File: src/rtl/aud_rx_pkg.sv
package aud_rx_pkg;
  typedef enum logic [1:0] {
    FMT_RJ16 = 2'b00,
    FMT_RJ18 = 2'b01,
    FMT_LJ18 = 2'b10,
    FMT_I2S  = 2'b11
  } fmt_e;
endpackage

File: src/rtl/ws_tracker.sv
module ws_tracker (
  input  logic clk,
  input  logic rst,
  input  logic ws,
  output logic ws_prev,
  output logic edge_now,
  output logic live,
  output logic armed
);
  logic rise;

  always_comb begin
    edge_now = ws ^ ws_prev;
    rise     = ws & ~ws_prev;
    live     = armed | rise;
  end

  always_ff @(posedge clk) begin
    if (rst) begin
      ws_prev <= 1'b1;
      armed   <= 1'b0;
    end else begin
      ws_prev <= ws;
      if (rise) armed <= 1'b1;
    end
  end
endmodule

File: src/rtl/word_capture.sv
module word_capture
  import aud_rx_pkg::*;
#(
  parameter int W  = 18,
  parameter int SW = 16
) (
  input  logic         clk,
  input  logic         rst,
  input  logic [1:0]   fmt,
  input  logic         ws,
  input  logic         ws_prev,
  input  logic         sdat,
  input  logic         edge_now,
  input  logic         live,
  input  logic         armed,
  output logic         done,
  output logic         done_left,
  output logic [W-1:0] done_word
);
  localparam int CW = $clog2(W + 1);

  logic [W-1:0]  sr;
  logic [W-1:0]  acc;
  logic [CW-1:0] nbits;
  logic          have_word;
  logic          acc_left;
  logic          edge_d;
  logic          is_rj;
  logic          is_i2s;
  logic          start;

  always_comb begin
    is_rj  = (fmt == FMT_RJ16) || (fmt == FMT_RJ18);
    is_i2s = (fmt == FMT_I2S);
    start  = is_i2s ? edge_d : (live & edge_now);
    if (is_rj) begin
      done      = armed & edge_now;
      done_left = ws_prev;
      done_word = (fmt == FMT_RJ16) ? {sr[SW-1:0], {(W-SW){1'b0}}} : sr;
    end else begin
      done      = start & have_word;
      done_left = acc_left;
      done_word = acc;
    end
  end

  always_ff @(posedge clk) begin
    if (rst) begin
      sr        <= '0;
      acc       <= '0;
      nbits     <= '0;
      have_word <= 1'b0;
      acc_left  <= 1'b0;
      edge_d    <= 1'b0;
    end else begin
      sr     <= {sr[W-2:0], sdat};
      edge_d <= live & edge_now;
      if (start) begin
        acc       <= {sdat, {(W-1){1'b0}}};
        nbits     <= CW'(1);
        have_word <= 1'b1;
        acc_left  <= ws ^ is_i2s;
      end else if (int'(nbits) < W) begin
        for (int k = 1; k < W; k++) begin
          if (int'(nbits) == k) acc[W-1-k] <= sdat;
        end
        nbits <= nbits + CW'(1);
      end
    end
  end
endmodule

File: src/rtl/frame_assembler.sv
module frame_assembler #(
  parameter int W = 18
) (
  input  logic         clk,
  input  logic         rst,
  input  logic         done,
  input  logic         done_left,
  input  logic [W-1:0] done_word,
  output logic [W-1:0] left_smp,
  output logic [W-1:0] right_smp,
  output logic         frame_vld
);
  logic [W-1:0] lhold;
  logic         got_left;

  always_ff @(posedge clk) begin
    if (rst) begin
      lhold     <= '0;
      got_left  <= 1'b0;
      left_smp  <= '0;
      right_smp <= '0;
      frame_vld <= 1'b0;
    end else begin
      frame_vld <= 1'b0;
      if (done && done_left) begin
        lhold    <= done_word;
        got_left <= 1'b1;
      end else if (done && got_left) begin
        left_smp  <= lhold;
        right_smp <= done_word;
        frame_vld <= 1'b1;
        got_left  <= 1'b0;
      end
    end
  end
endmodule

File: src/rtl/aud_serial_rx.sv
module aud_serial_rx #(
  parameter int SAMPLE_W = 18,
  parameter int SHORT_W  = 16
) (
  input  logic                clk,
  input  logic                pwr_on,
  input  logic [1:0]          fmt_sel,
  input  logic                ws,
  input  logic                sdat,
  output logic [SAMPLE_W-1:0] left_smp,
  output logic [SAMPLE_W-1:0] right_smp,
  output logic                frame_vld
);
  logic                rst;
  logic                ws_prev;
  logic                edge_now;
  logic                live;
  logic                armed;
  logic                done;
  logic                done_left;
  logic [SAMPLE_W-1:0] done_word;

  assign rst = ~pwr_on;

  ws_tracker i_ws (
    .clk      (clk),
    .rst      (rst),
    .ws       (ws),
    .ws_prev  (ws_prev),
    .edge_now (edge_now),
    .live     (live),
    .armed    (armed)
  );

  word_capture #(.W(SAMPLE_W), .SW(SHORT_W)) i_cap (
    .clk       (clk),
    .rst       (rst),
    .fmt       (fmt_sel),
    .ws        (ws),
    .ws_prev   (ws_prev),
    .sdat      (sdat),
    .edge_now  (edge_now),
    .live      (live),
    .armed     (armed),
    .done      (done),
    .done_left (done_left),
    .done_word (done_word)
  );

  frame_assembler #(.W(SAMPLE_W)) i_asm (
    .clk       (clk),
    .rst       (rst),
    .done      (done),
    .done_left (done_left),
    .done_word (done_word),
    .left_smp  (left_smp),
    .right_smp (right_smp),
    .frame_vld (frame_vld)
  );
endmodule

File: config.mk
export PLATFORM = sky130hd
export DESIGN_NAME = aud_serial_rx
export DESIGN_NICKNAME = d
export VERILOG_FILES = /design/src/rtl/aud_rx_pkg.sv /design/src/rtl/ws_tracker.sv /design/src/rtl/word_capture.sv /design/src/rtl/frame_assembler.sv /design/src/rtl/aud_serial_rx.sv
export SDC_FILE = /design/constraint.sdc
export NUM_CORES = 1
export LEC_CHECK = 0
export BUFFER_PORTS_ARGS = -buffer_cell sky130_fd_sc_hd__buf_2
export CAP_MARGIN = 0
export CORE_MARGIN = 10
export CORE_UTILIZATION = 50
export DETAILED_ROUTE_END_ITERATION = 8
export PLACE_DENSITY = 0.73
export SETUP_SLACK_MARGIN = 0.3
export SYNTH_ARGS = -nofsm -noshare
export SYNTH_HDL_FRONTEND = slang
export SYNTH_HIERARCHICAL = 1
export SYNTH_SLANG_ARGS = --single-unit
export TNS_END_PERCENT = 10
File: constraint.sdc
create_clock -name clk -period 5.05 [get_ports clk]
set_clock_uncertainty 0.1 [all_clocks]
set_input_delay 1.515 -clock clk [delete_from_list [all_inputs] [get_ports clk]]
set_output_delay 1.515 -clock clk [all_outputs]
set_load 0.03 [all_outputs]
==> metrics.yaml <==
clocking:
  cts_setup_buffers: 0
  cts_made_buffers: 9
  cts_resized: 0
  cts_buffer_depth: 2
  cts_tree: "built"
  path_clk_slew_ps: 90
  worstSkewPairLatency_ps: 360
  holdBufCountCts: 0
  root_buffer: "clkbuf_8"
  clock-sinks: 102
  htreeDepth: 3
detailed_routing:
  ant_nets: 0
  via_count: 3216
  drt_iter0_drc: 230
  viasPerCell: 5.25
  wl_per_cell_um: 14.8
  firstDrtPassIters: 5
  drc: 0
  wl_um: 9050
sta:
  max_freq_mhz: 280
  fin_crit_sh_pct: 70.6
  rsz0062_at_grt: "false"
  finalCriticalPeriod_ps: 3570
  relSlewSlack_pct: 54.8
  maxSlewViolCount: 0
  setup_viol: 0
  finalHoldViolations: 0
  setup_tns_ps: 0
  worstMarginPinSlew_ps: 677
place:
  dpl_cell_area_sq_um: 4780
  place.gp.congestion: 0.801
  portBuffers: 42
  hpwlAfterDp_um: 6280
power_and_ir_drop:
  leakage_uw: 0.00184
  power.density_nw_per_um2: 286
  vdd.ir_drop.worst_mv: 0.141
  p_total_uw: 1430
setup_path:
  ff2ff_path_depth: 8
  crit_required_ps: 5230
  critPathCaptureType: "flip-flop"
  cp.arrival_ps: 3750
  cp_slowest_cell: "mux2_2"
  worstPathMaxFanout: 40
  crit_path_start_kind: "primary input"
  crit_chain: "buf_2 -> mux2_2 -> and3b_2 -> buf_4 -> mux2i_1"
  slowest_delay_ps: 660
  crit_type: "in -> reg"
global_routing:
  grt_pass1_vias: 2938
  antenna_found_initial: 0
  grt_first_pass_wirelength_um: 14700
  grt_max_degree: 68
  grt_overflow: 0
  grt_use_total_pct: 13.7
final_layout:
  finalNetCount: 513
  post-route-util_pct: 56.3
  final_layout_size_suffix_gt1_share_pct: 18.0
  fin_area_sq_um: 4980
  antennaDiodeCount: 0
  area_delta_synth_final_pct: 7.92
floorplan:
  fp.dieW_um: 116
  core_sq_um: 8850
  initial_utilization_pct: 52.1
  die_y_um: 116
  rows: 34
  ios: 43
  die_area_sq_um: 13500
synthesis:
  synth-seq-cells: 102
  synthArstFlopShare_pct: 0
  synth-seq-area-share_pct: 44.3
  ys_warn_count: 6
  avgSynthCellArea_sq_um: 9.59
  synthesis.nets: 494
  synth_edf_count: 0
  synthFlopType: "dfxtp_1"
  synthCells: 481
  yosys.cell_types.count: 36
  syn-cell-area_sq_um: 4610
run:
  cap_violations: 0
min_path:
  hold_depth: 2
  hp-class: "reg -> reg"
run_status:
  status: "complete, no violations"
==> sequential cells by signal, summed over array words and instances (netlist names), 5 cells and up <==
name,flops
i_asm/right_smp,18
i_cap/nbits,5
i_cap/sr,18
i_asm/lhold,18
i_cap/acc,18
i_asm/left_smp,18
==> cells in the final DEF, fill, tap and decap left out, types with 18 or more instances in the layout <==
cell      instances
nor2b_1          20
nor2_1           31
nand3_1          22
buf_2            42
mux2i_1          70
a21oi_1          21
nand2_1          23
nand2b_1         79
a21bo_2          18
dfxtp_1         102
==> layout make-up <==
cell class                 count  area [sq um]
clock buffer                  10           128
clock inverter                 6          71.3
fill                         799          3870
inverter                       7          26.3
multi-input combinational    335          2340
sequential                   102          2040
tap                          108           135
timing repair buffer          45           233
==> final timing paths <==
path | startpoint | end | slack, ps
worst min register to register | i_cap/have_word$_SDFFE_PP0P_ | i_cap/have_word$_SDFFE_PP0P_ | 360
worst min-delay path | i_cap/have_word$_SDFFE_PP0P_ | i_cap/have_word$_SDFFE_PP0P_ | 360
worst max-delay path | fmt_sel[1] | i_asm/right_smp[7]$_SDFFE_PP0P_ | 1480
worst max register to register | i_ws/ws_prev$_SDFF_PP1_ | i_asm/right_smp[7]$_SDFFE_PP0P_ | 2730
==> through the flow <==
| step | setup WS [ps] | hold WS, ps | std cells |
|---|---|---|---|
| 3_3_place_gp | 1180 | 334 | 597 |
| 4_1_cts | 1490 | 361 | 613 |
| 3_5_place_dp | 1110 | 343 | 597 |
| 6_report | 1480 | 360 | 613 |
| 2_1_floorplan | 1900 | 326 | 481 |
| 5_1_grt | 1320 | 374 | 613 |
==> logic make-up (layout without fill, tap and decap cells) <==
| kind of cell | after synthesis | count (layout) | share of synthesized area [%] |
|---|---|---|---|
| buffers and inverters | 44 | 68 | 5.10 |
| muxes | 71 | 71 | 15.4 |
| adders and majority gates | 7 | 7 | 1.90 |
| DFF | 102 | 102 | 44.3 |
| AOI/OAI and AO/OA | 68 | 68 | 10.9 |
| and+or+nand+nor | 187 | 187 | 22.0 |
| xor gates and xnor gates | 2 | 2 | 0.380 |
==> worst max-delay path, delay by kind of cell <==
family / cells / cell delay (ps)
buf+inv: 2 / 950
simple gates: 1 / 310
mux: 2 / 920
==> routing by layer <==
layer / share of wire, % / up-vias / track usage (%)
met3: 5.1 / 6 / 3.20
met5: 0 / - / 0
li1: - / 1634 / -
met4: 0.80 / 0 / 4.75
met2: 49 / 49 / 22.2
met1: 45 / 1527 / 17.5
==> synth_stat cells, types with 4 or more instances <==
cell      number  area [sq um]
nor3_1         4          20.0
mux2i_1       70           701
nand2_1       23          86.3
nand2b_1      79           494
dfxtp_1      102          2040
nand3_1       22           110
inv_1          7          26.3
nor2_1        31           116
a21oi_1       21           105
ha_1           7          87.6
buf_2         14          70.1
a21bo_2       18           180
clkbuf_1      16          60.1
o21ai_0       17          85.1
buf_6          7          78.8
nor2b_1       20           125
==> power breakdown <==
| group | internal, uW | switching, uW | total (uW) |
|---|---|---|---|
| logic | 31.8 | 58.2 | 90.0 |
| registers | 812 | 9.86 | 822 |
| clock network | 233 | 281 | 514 |
No activity file was read; power rests on OpenSTA's default activity.
